--- config.mk ---
export PLATFORM = sky130hd
export DESIGN_NAME = ccsr_top
export DESIGN_NICKNAME = d
export VERILOG_FILES = /design/src/rtl/ccsr_pkg.sv /design/src/rtl/ccsr_lane.sv /design/src/rtl/ccsr_flag_sel.sv /design/src/rtl/ccsr_store.sv /design/src/rtl/ccsr_top.sv
export SDC_FILE = /design/constraint.sdc
export NUM_CORES = 1
export LEC_CHECK = 0
export BUFFER_PORTS_ARGS = -buffer_cell sky130_fd_sc_hd__buf_2
export CAP_MARGIN = 20
export CELL_PAD_IN_SITES_DETAIL_PLACEMENT = 0
export CELL_PAD_IN_SITES_GLOBAL_PLACEMENT = 2
export CORE_MARGIN = 8
export CORE_UTILIZATION = 19
export CTS_BUF_LIST = sky130_fd_sc_hd__clkbuf_4 sky130_fd_sc_hd__clkbuf_8
export CTS_CLUSTER_DIAMETER = 150
export DETAILED_ROUTE_END_ITERATION = 6
export GPL_TIMING_DRIVEN = 0
export PLACE_DENSITY = 0.76
export SYNTH_ARGS = -nofsm -noshare
export SYNTH_HDL_FRONTEND = slang
export SYNTH_HIERARCHICAL = 1
export SYNTH_SLANG_ARGS = --single-unit
--- constraint.sdc ---
create_clock -name clk -period 1.8 [get_ports clk]
set_clock_uncertainty 0.05 [all_clocks]
set_input_delay 0.36 -clock clk [delete_from_list [all_inputs] [get_ports clk]]
set_output_delay 0.36 -clock clk [all_outputs]
set_load 0.01 [all_outputs]
--- src/rtl/ccsr_pkg.sv ---
package ccsr_pkg;

  typedef enum logic [1:0] {
    OPC_OTHER = 2'b00,
    OPC_ADD   = 2'b01,
    OPC_SUB   = 2'b10,
    OPC_BITSH = 2'b11
  } op_class_e;

  typedef struct packed {
    logic neg;
    logic zero;
    logic ovf;
    logic cy;
  } cc_flags_t;

  localparam int SR_W        = 16;
  localparam int CC_W        = 4;
  localparam logic [SR_W-1:0] SR_RST_VAL  = 16'h0300;
  // bit 15 loop flag, bits 9:8 interrupt mask, 7:4 status, 3:0 condition codes
  localparam logic [SR_W-1:0] SR_WR_MASK  = 16'h83FF;
  localparam logic [SR_W-1:0] SR_RSV_MASK = 16'h7C00;

endpackage

--- src/rtl/ccsr_lane.sv ---
module ccsr_lane
  import ccsr_pkg::*;
#(
  parameter int LANE_W = 36
) (
  input  logic [LANE_W-1:0] res,
  input  logic              sa,
  input  logic              sb,
  input  logic              cy,
  input  logic              bw,
  input  logic              bitop_cy,
  input  op_class_e         opc,
  output cc_flags_t         flags
);

  logic sr;
  logic ovf_add, ovf_sub;

  assign sr      = res[LANE_W-1];
  assign ovf_add = (sa == sb) && (sr != sa);
  assign ovf_sub = (sa != sb) && (sr != sa);

  always_comb begin
    flags.neg  = sr;
    flags.zero = (res == '0);
    flags.ovf  = 1'b0;
    flags.cy   = 1'b0;
    unique case (opc)
      OPC_ADD: begin
        flags.cy  = cy;
        flags.ovf = ovf_add;
      end
      OPC_SUB: begin
        flags.cy  = bw;
        flags.ovf = ovf_sub;
      end
      OPC_BITSH: flags.cy = bitop_cy;
      default:   flags.cy = 1'b0;
    endcase
  end

endmodule

--- src/rtl/ccsr_flag_sel.sv ---
module ccsr_flag_sel
  import ccsr_pkg::*;
#(
  parameter int RES_W    = 36,
  parameter int NARROW_W = 32
) (
  input  logic             mode_narrow,
  input  logic [RES_W-1:0] res,
  input  logic [1:0]       sign_a,
  input  logic [1:0]       sign_b,
  input  logic [1:0]       cy_out,
  input  logic [1:0]       bw_out,
  input  logic             bitop_cy,
  input  op_class_e        opc,
  output cc_flags_t        flags
);

  localparam int N_LANES = 2;

  cc_flags_t lane_flags [N_LANES];

  // lane 0 describes the narrow width, lane 1 the full width
  for (genvar g = 0; g < N_LANES; g++) begin : g_lane
    localparam int LW = (g == 0) ? NARROW_W : RES_W;
    ccsr_lane #(.LANE_W(LW)) u_lane (
      .res      (res[LW-1:0]),
      .sa       (sign_a[g]),
      .sb       (sign_b[g]),
      .cy       (cy_out[g]),
      .bw       (bw_out[g]),
      .bitop_cy (bitop_cy),
      .opc      (opc),
      .flags    (lane_flags[g])
    );
  end

  assign flags = mode_narrow ? lane_flags[0] : lane_flags[1];

endmodule

--- src/rtl/ccsr_store.sv ---
module ccsr_store
  import ccsr_pkg::*;
(
  input  logic            clk,
  input  logic            rst,
  input  logic            upd,
  input  cc_flags_t       flags,
  input  logic            sw_we,
  input  logic [SR_W-1:0] sw_wdata,
  output logic [SR_W-1:0] sr_q
);

  always_ff @(posedge clk) begin
    if (rst) begin
      sr_q <= SR_RST_VAL;
    end else if (sw_we) begin
      sr_q <= sw_wdata & SR_WR_MASK;
    end else if (upd) begin
      sr_q[CC_W-1:0] <= flags;
    end
  end

  // reserved field never reads nonzero
  a_r3_reserved_zero: assert property (@(posedge clk) disable iff (rst)
    (sr_q & SR_RSV_MASK) == '0);

  // a write lands next edge regardless of the strobe
  a_r9_write_wins: assert property (@(posedge clk) disable iff (rst)
    sw_we |=> sr_q == ($past(sw_wdata) & SR_WR_MASK));

  // control and status bits move only on a write
  a_r10_ctrl_hold: assert property (@(posedge clk) disable iff (rst)
    !sw_we |=> $stable(sr_q[SR_W-1:CC_W]));

  // idle register is frozen
  a_r10_idle_hold: assert property (@(posedge clk) disable iff (rst)
    (!sw_we && !upd) |=> $stable(sr_q));

endmodule

--- src/rtl/ccsr_top.sv ---
module ccsr_top
  import ccsr_pkg::*;
#(
  parameter int RES_W    = 36,
  parameter int NARROW_W = 32
) (
  input  logic             clk,
  input  logic             rst,
  input  logic             mode_narrow,
  input  logic             upd,
  input  logic [1:0]       op_class,
  input  logic [RES_W-1:0] alu_res,
  input  logic [1:0]       sign_a,
  input  logic [1:0]       sign_b,
  input  logic [1:0]       cy_out,
  input  logic [1:0]       bw_out,
  input  logic             bitop_cy,
  input  logic             sw_we,
  input  logic [15:0]      sw_wdata,
  output logic [15:0]      rd_data
);

  cc_flags_t new_flags;
  op_class_e opc;

  assign opc = op_class_e'(op_class);

  ccsr_flag_sel #(.RES_W(RES_W), .NARROW_W(NARROW_W)) u_sel (
    .mode_narrow (mode_narrow),
    .res         (alu_res),
    .sign_a      (sign_a),
    .sign_b      (sign_b),
    .cy_out      (cy_out),
    .bw_out      (bw_out),
    .bitop_cy    (bitop_cy),
    .opc         (opc),
    .flags       (new_flags)
  );

  ccsr_store u_store (
    .clk      (clk),
    .rst      (rst),
    .upd      (upd),
    .flags    (new_flags),
    .sw_we    (sw_we),
    .sw_wdata (sw_wdata),
    .sr_q     (rd_data)
  );

  // negative follows the mode-selected sign bit
  a_r7_negative: assert property (@(posedge clk) disable iff (rst)
    (upd && !sw_we) |=> rd_data[3] ==
      ($past(mode_narrow) ? $past(alu_res[NARROW_W-1]) : $past(alu_res[RES_W-1])));

  // zero follows the mode-selected slice
  a_r6_zero: assert property (@(posedge clk) disable iff (rst)
    (upd && !sw_we) |=> rd_data[2] ==
      ($past(mode_narrow) ? ($past(alu_res[NARROW_W-1:0]) == '0)
                          : ($past(alu_res) == '0)));

endmodule

Yosys cells after proc, flatten, opt, wreduce, memory -nomap -nowiden
Index checks and enable logic that the tools add are counted.
Storage, ports and cells
  flip-flop bits (word level): 11
  input bits: 68
  output and inout port bits: 16
Cells by class
  eq/ne operators: 9
  multiplexer cells: 7
  reduce and logical (&&, ||, !) cells: 7
Operators with widths (number)
  $logic_not A36 Y1: 1
  $logic_not A32 Y1: 1
  $mux W4: 3
  $pmux W1 S3: 2
  $eq A2 B2 Y1 const B: 2
  $logic_and A1 B1 Y1: 4
  $ne A1 B1 Y1: 4
  $pmux W1 S2: 2
  $eq A1 B1 Y1: 2
  $eq A2 B1 Y1 const B: 1
  $reduce_bool A2 Y1: 1

Depth between registers and ports, before layout
Gate-level depths: netlist of the first run.
  word-level depth: 6
  gate-level depth with buffers: 8
  gate-level depth less buffers: 8

Hierarchy
Netlist of the first run, hierarchy kept.
Modules (own cells, without submodules)
  ccsr_store: instances 1, cells each 47, area each 525.5 µm², sequential area each 220.2 µm²
  ccsr_lane at u_sel.g_lane[1].u_lane: instances 1, cells each 27, area each 203.9 µm², sequential area each 0.0 µm²
  ccsr_lane at u_sel.g_lane[0].u_lane: instances 1, cells each 25, area each 182.7 µm², sequential area each 0.0 µm²
  ccsr_flag_sel: instances 1, cells each 4, area each 45.0 µm², sequential area each 0.0 µm²

Worst setup path after synthesis of the first run
No wires, ideal clock.
  path type: input-to-reg
  start: input port op_class[0]
  end: register u_store.sr_q[1]
  library setup time: 0.123 ns
  arrival time: 1.482 ns
  data required time: 1.627 ns
  path slack: 0.145 ns
  cell stages on the path: 8
  buffers on the path: 0
  cell sequence: inv_1 -> ha_1 -> xnor2_1 -> mux2i_1 -> and2_1 -> mux2_2 -> mux2i_1 -> a211oi_2
RTL lines
  start: declaration: line ccsr_top.sv:11  | input logic [1:0] op_class,
  end signal: assignment: line ccsr_store.sv:17  | sr_q <= sw_wdata & SR_WR_MASK;
  end signal: indexed assignment: line ccsr_store.sv:19  | sr_q[CC_W-1:0] <= flags;
  end: declaration: line ccsr_store.sv:10  | output logic [SR_W-1:0] sr_q

==> results of run 1 <==
==> cells by family (layout without fill, tap and decap cells) <==
| family | after synthesis | after routing | share of synthesized area |
|---|---|---|---|
| other cells | 1 | 5 | 0.00392 |
| mux | 15 | 15 | 0.162 |
| flops | 11 | 11 | 0.230 |
| xor+xnor | 2 | 2 | 0.0183 |
| simple gates | 43 | 43 | 0.288 |
| compound gates | 8 | 8 | 0.0915 |
| buf+inv | 15 | 91 | 0.102 |
| fa+ha+maj | 8 | 8 | 0.105 |
==> worst min path at each step <==
stage,endpoint,startpoint,depth (start not counted),slack [ps]
final,u_store/sr_q[8],rst,2,270
after global routing,u_store/sr_q[8],rst,2,280
after CTS,u_store/sr_q[8],rst,2,260
after detailed placement,u_store/sr_q[5],u_store/sr_q[5],2,440
after global placement,u_store/sr_q[15],u_store/sr_q[15],2,420
after floorplan,u_store/sr_q[8],rst,1,410
==> worst reg2reg max path: stages (launching register included) <==
cell	delay, ps
dfxtp_1	300
nor2b_1	120
a211o_1	210
==> final cells by class <==
type                       count  share of cell area
tap                           70              0.0595
sequential                    11               0.150
buffer                        10              0.0518
clock buffer                   4              0.0331
multi-input combinational     81               0.447
inverter                       5              0.0144
timing repair buffer          72               0.245
==> cell usage in the layout (no fill, tap or decap), types with 3 or more instances in the layout <==
master,instances
nand2b_1,4
a211oi_2,4
clkbuf_8,3
dfxtp_1,11
mux2_2,4
nand4_1,3
buf_2,73
ha_1,8
inv_1,4
buf_4,8
mux2i_1,10
conb_1,5
nor2_1,8
nor4_1,16
==> power breakdown <==
group / internal, mW / switching [mW] / leakage [nW] / total, mW
Combinational: 0.125 / 0.106 / 0.615 / 0.232
Sequential: 0.261 / 0.00756 / 0.0913 / 0.268
Clock: 0.170 / 0.0920 / 0.0262 / 0.263
Total: 0.556 / 0.206 / 0.733 / 0.762
==> stage by stage <==
step / TNS, ps / utilization / instance area, sq um
2_1_floorplan: 0 / - / 972
3_3_place_gp: -294 / 0.285 / 1420
3_5_place_dp: -330 / 0.285 / 1420
4_1_cts: 0 / 0.295 / 1470
5_1_grt: 0 / 0.296 / 1470
6_report: 0 / 0.296 / 1470
==> what timing repair did <==
item | 4_1_cts | 5_1_grt
endpoints found under the hold margin | 0 | 0
hold buffers | 0 | 0
gates resized for setup | 0 | 1
endpoints found under the setup margin | 0 | 2
==> routing by layer <==
layer	global-route usage	up-vias	share of wire
met5	0	-	0
met4	0.0282	0	0.011
met3	0.0396	3	0.12
met2	0.135	55	0.49
met1	0.0817	447	0.38
li1	-	530	-
==> impl_summary.txt, run 1 <==
----------------------------------------------------
[Floorplanning]
  Top-level I/O count ... 84
  Effective utilization at floorplan ... 0.192
  Chip Width ... 87.0 um
  Die outline area ... 0.00756 sq mm
  Core area ... 0.00498 sq mm
  Die height ... 87.0 um
  Standard-cell rows ... 26

[Worst setup path]
  Cell with the biggest individual delay on the critical path ... mux2_2
  Cell count along the critical path ... 9
  R2r setup slk ... 1000 ps
  Setup crit end kind ... register
  Number of buffer and inverter stages on the critical path ... 2
  Count of cells along the worst register-to-register path ... 2
  Critical-path maximum fanout ... 6
  Setup crit end ... u_store/sr_q[1]
  Worst stage delay on the critical path ... 260 ps
  Critical path startpoint ... op_class[0]
  Worst Path Required ... 1870 ps
  Arrival time at the worst endpoint ... 1750 ps
  Reg-to-reg startpoint ... u_store/sr_q[9]
  Worst Path Class, Setup ... input pin to register
  Setup crit start kind ... input pin
  Category of cells accounting for the largest share of critical-path delay ... multiplexers
  Endpoint of the most critical register-to-register path ... u_store/sr_q[9]
  Series of cell instances along the critical path ... buf_2 > inv_1 > ha_1 > xnor2_1 > mux2i_1 > and2_1 > mux2_2 > mux2i_2 > a211oi_2

[Timing]
  Final setup fails ... 0
  Final critical path time including I/O delays and setup ... 1680 ps
  Highest attainable clock frequency ... 0.595 GHz
  Hold slack final ... 268 ps
  Final WS setup ... 120 ps
  Final hold viol count ... 0
  Setup repair after global routing missed its margin ... false
  Share of the clock period used by the worst path after layout ... 0.933
  Final Max Tran Viols ... 0

[CTS]
  Number of levels the H-tree was split into ... 1
  Total setup buffers inserted after CTS ... 0
  Source-to-sink clock delay at the later pin of the worst-skew pair ... 240 ps
  CTS tree ... built
  Clock transition at path regs ... 50 ps
  Buffer cell driving the clock tree root ... clkbuf_8
  Number of buffers created by CTS ... 3
  Clock Sink Count ... 11
  Maximum number of buffers from clock root to sink ... 2

[Yosys]
  Share of flip-flops with an asynchronous set or reset after synthesis ... 0
  Main area contributors after synthesis ... dfxtp_1, mux2i_1, ha_1
  Netlist Area Pre-Place ... 957 sq um
  Post-synth cell types ... 26
  Total number of yosys warnings ... 6
  Most frequent cells after synthesis ... nor4_1, dfxtp_1, mux2i_1
  Post-Syn Instances ... 103
  Flops & latches, synth ... 11
  Register area share after synthesis ... 0.230
  Most instantiated flip-flop cell in the synthesis netlist ... dfxtp_1
  Most common cell in the synthesized netlist ... nor4_1
  Cell type with the highest aggregate area in the netlist ... dfxtp_1
  Number of enable-type register cells in the synthesized netlist ... 0
  Mapped Avg Cell Area ... 9.29 sq um
  Fraction of post-synthesis cell area in the top cell type by area ... 0.230

[Layout]
  Reg with most FFs ... u_store/sr_q
  Proportion of layout cells with a drive suffix above 1 ... 0.557
  Area grow syn2layout ... 53.9%
  FF+latch area ... 220 sq um
  Final Instance Count excl. Fillers ... 253
  Layout net count ... 260
  Area of the multi-input gates ... 658 sq um
  Largest registers ... u_store/sr_q: 11 flops
  Flip-flop count of the largest register after layout ... 11
  Antenna diode count ... 0
  Total of fill cells in the finished design ... 554

[Min path]
  Worst hold path class ... input pin to register

[GRT]
  Global-route total usage across every layer ... 0.0793
  Initial antenna violation count ... 0
  Total global routing overflow ... 0
  Pin count of the biggest net entering global routing ... 11
  Number of global-route vias before repair ... 1143
  Global-route wire length before repair ... 4.82 mm

[Job]
  Number of max-cap violations ... 0

[Drt]
  DRT iter0 DRCs ... 36
  DR vias ... 1035
  Number of detailed-route iterations in the first pass ... 4
  Routed Wire Length ... 3.21 mm
  Vias per Instance ... 4.09
  DRC Markers ... 0
  Residual antenna-violating net count after detailed routing ... 0
  Wire length per cell ... 12.7 um

[Placement]
  Weighted congestion reported at the end of routability-driven placement ... 0.737
  Worst setup timing slack at the placement stage ... -172 ps
  Count of input and output buffers ... 72
  Post-DP HPWL ... 2.86 mm
  Placed cells ... 249

[Power and ir drop]
  Total power of the final layout ... 0.762 mW
  Leakage power ... 0.733 nW
  Power per cell area ... 518 mW/mm^2
  Maximum resistive drop on vdd ... 0.000421 V

[Status]
  Outcome ... finished, final reports clean

----------------------------------------------------
Power figures use the tool's default switching activity.
==> inputs of run 2 (changes only) <==
- CORE_MARGIN: 8 -> not set
- GPL_ROUTABILITY_DRIVEN: not set -> 0
==> impl_summary.txt, run 2 (synthesized netlist as in run 1, its figures left out) <==
----------------------------------------------------
[Status]
  Outcome ... finished, final reports clean

[Worst setup path]
  Worst Path Required ... 1870 ps (about the same)
  Reg-to-reg startpoint ... u_store/sr_q[8]
  Arrival time at the worst endpoint ... 1740 ps (about the same)
  Number of buffer and inverter stages on the critical path ... 2 (unchanged)
  Cell with the biggest individual delay on the critical path ... mux2_2
  Cell count along the critical path ... 9 (unchanged)
  Crit path top cell by count ... mux2i_1
  Category of cells accounting for the largest share of critical-path delay ... multiplexers
  Count of cells along the worst register-to-register path ... 2 (unchanged)
  Worst stage delay on the critical path ... 260 ps (about the same)
  Setup crit start kind ... input pin
  Critical-path maximum fanout ... 6 (unchanged)
  Setup crit end kind ... register
  Worst Path Class, Setup ... input pin to register
  Endpoint of the most critical register-to-register path ... u_store/sr_q[8]
  Series of cell instances along the critical path ... clkbuf_4 > inv_1 > ha_1 > xnor2_1 > mux2i_1 > and2_1 > mux2_2 > mux2i_1 > a211oi_2
  R2r setup slk ... 1000 ps (about the same)

[Drt]
  DRC Markers ... 0 (unchanged)
  Residual antenna-violating net count after detailed routing ... 0 (unchanged)
  Vias per Instance ... 3.99 (-2.4%)
  DR vias ... 998 (-3.6%)
  Wire length per cell ... 10.4 um (-18%)
  Number of detailed-route iterations in the first pass ... 4 (unchanged)
  Routed Wire Length ... 2.60 mm (-19%)
  DRT iter0 DRCs ... 20 (-44%)

[CTS]
  Source-to-sink clock delay at the later pin of the worst-skew pair ... 230 ps (about the same)
  Maximum number of buffers from clock root to sink ... 2 (unchanged)
  Buffer cell driving the clock tree root ... clkbuf_8
  Clock transition at path regs ... 50 ps (about the same)
  Number of levels the H-tree was split into ... 1 (unchanged)
  Total setup buffers inserted after CTS ... 0 (unchanged)
  CTS tree ... built
  Clock Sink Count ... 11 (unchanged)
  Number of buffers created by CTS ... 3 (unchanged)

[Timing]
  Final critical path time including I/O delays and setup ... 1670 ps (-9.31 ps)
  Final hold viol count ... 0 (unchanged)
  Hold slack final ... 270 ps (+2.39 ps)
  Setup repair after global routing missed its margin ... false
  Sum of negative setup slack ... 0 ps (unchanged)
  Final Max Tran Viols ... 0 (unchanged)
  Highest attainable clock frequency ... 0.599 GHz (+0.56%)
  Final setup fails ... 0 (unchanged)
  Share of the clock period used by the worst path after layout ... 0.928 (-0.00517)

[Layout]
  Antenna diode count ... 0 (unchanged)
  Largest registers ... u_store/sr_q: 11 flops
  Flip-flop count of the largest register after layout ... 11 (unchanged)
  Total of fill cells in the finished design ... 527 (-4.9%)
  Proportion of layout cells with a drive suffix above 1 ... 0.557 (unchanged)
  Commonest cells after routing, fill and taps aside ... buf_2, nor4_1, mux2i_1, dfxtp_1
  Layout net count ... 260 (unchanged)
  Most common cell after layout, fill and taps aside ... buf_2
  Area grow syn2layout ... 53.6%
  Reg with most FFs ... u_store/sr_q

[Power and ir drop]
  Power per cell area ... 513 mW/mm^2 (-0.90%)
  Maximum resistive drop on vdd ... 0.000305 V (-28%)
  Leakage power ... 0.734 nW (+0.16%)

[GRT]
  Pin count of the biggest net entering global routing ... 11 (unchanged)
  Initial antenna violation count ... 0 (unchanged)
  Number of global-route vias before repair ... 990 (-13%)
  Total global routing overflow ... 0 (unchanged)
  Global-route total usage across every layer ... 0.0963 (+0.0170)
  Global-route wire length before repair ... 4.02 mm (-17%)

[Floorplanning]
  Top-level I/O count ... 84 (unchanged)
  Chip Width ... 73.0 um (-16%)
  Die outline area ... 0.00533 sq mm (-30%)
  Core area ... 0.00479 sq mm (-3.8%)
  Die height ... 73.0 um (-16%)
  Effective utilization at floorplan ... 0.200 (+0.00769)
  Standard-cell rows ... 25 (-3.8%)

[Min path]
  Hold path startpoint ... rst
  Worst hold path class ... input pin to register
  Number of stages on the worst hold path ... 2 (unchanged)
  Hold EP ... u_store/sr_q[8]

[Placement]
  Post-DP HPWL ... 2.32 mm (-19%)
  Count of input and output buffers ... 72 (unchanged)

[Job]
  Number of max-cap violations ... 0 (unchanged)

----------------------------------------------------
==> run 2: changes by cell type in the layout (fill, tap and decap cells not counted), sizes merged <==
| cell | delta |
|---|---|
| buf | -1 |
| clkbuf | +1 |
==> run 2: worst max-delay path by stage <==
stage               slack, ps               to        start
global route               20  u_store/sr_q[0]  op_class[0]
global placement         -160  u_store/sr_q[0]  op_class[0]
floorplan                 150  u_store/sr_q[1]  op_class[0]
finish                    130  u_store/sr_q[1]  op_class[0]
CTS                       100  u_store/sr_q[1]  op_class[0]
detailed placement       -150  u_store/sr_q[0]  op_class[0]
==> run 2: report_power, final <==
part / switching [mW] / internal (mW)
logic: 0.103 / 0.125
registers: 0.00672 / 0.261
clock network: 0.0886 / 0.170
==> run 2: final cells by class <==
cell class                      count  area, sq um  area share
Tap cell                           67         83.8      0.0570
Inverter                            5         21.3      0.0145
Multi-Input combinational cell     81          657       0.447
Clock buffer                        4         48.8      0.0332
Timing Repair Buffer               72          363       0.247
Buffer                             10         76.3      0.0519
Sequential cell                    11          220       0.150
==> run 2: metrics by stage <==
step / cells / setup slack [ps] / total power, mW / util / cell area (sq um)
2_1_floorplan: 107 / 145 / 0.386 / - / 972
3_3_place_gp: 246 / -163 / 0.503 / 0.296 / 1420
3_5_place_dp: 246 / -147 / 0.502 / 0.296 / 1420
4_1_cts: 250 / 104 / 0.770 / 0.306 / 1470
5_1_grt: 250 / 16.2 / 0.798 / 0.307 / 1470
6_report: 250 / 129 / 0.754 / 0.307 / 1470
==> run 2: repair_timing <==
item / CTS / global route
setup endpoints to repair: 0 / 1
hold endpoints to repair: 0 / 0
gates resized for setup: 0 / 2
hold buffers: 0 / 0
==> run 2: routing by layer <==
layer	part of all wire	wire [um]	up-vias	global-route usage
li1	-	-	529	-
met2	0.50	1310	35	0.175
met3	0.075	195	2	0.0235
met5	0	0	-	0
met1	0.41	1080	432	0.111
met4	0.0054	14	0	0.0261
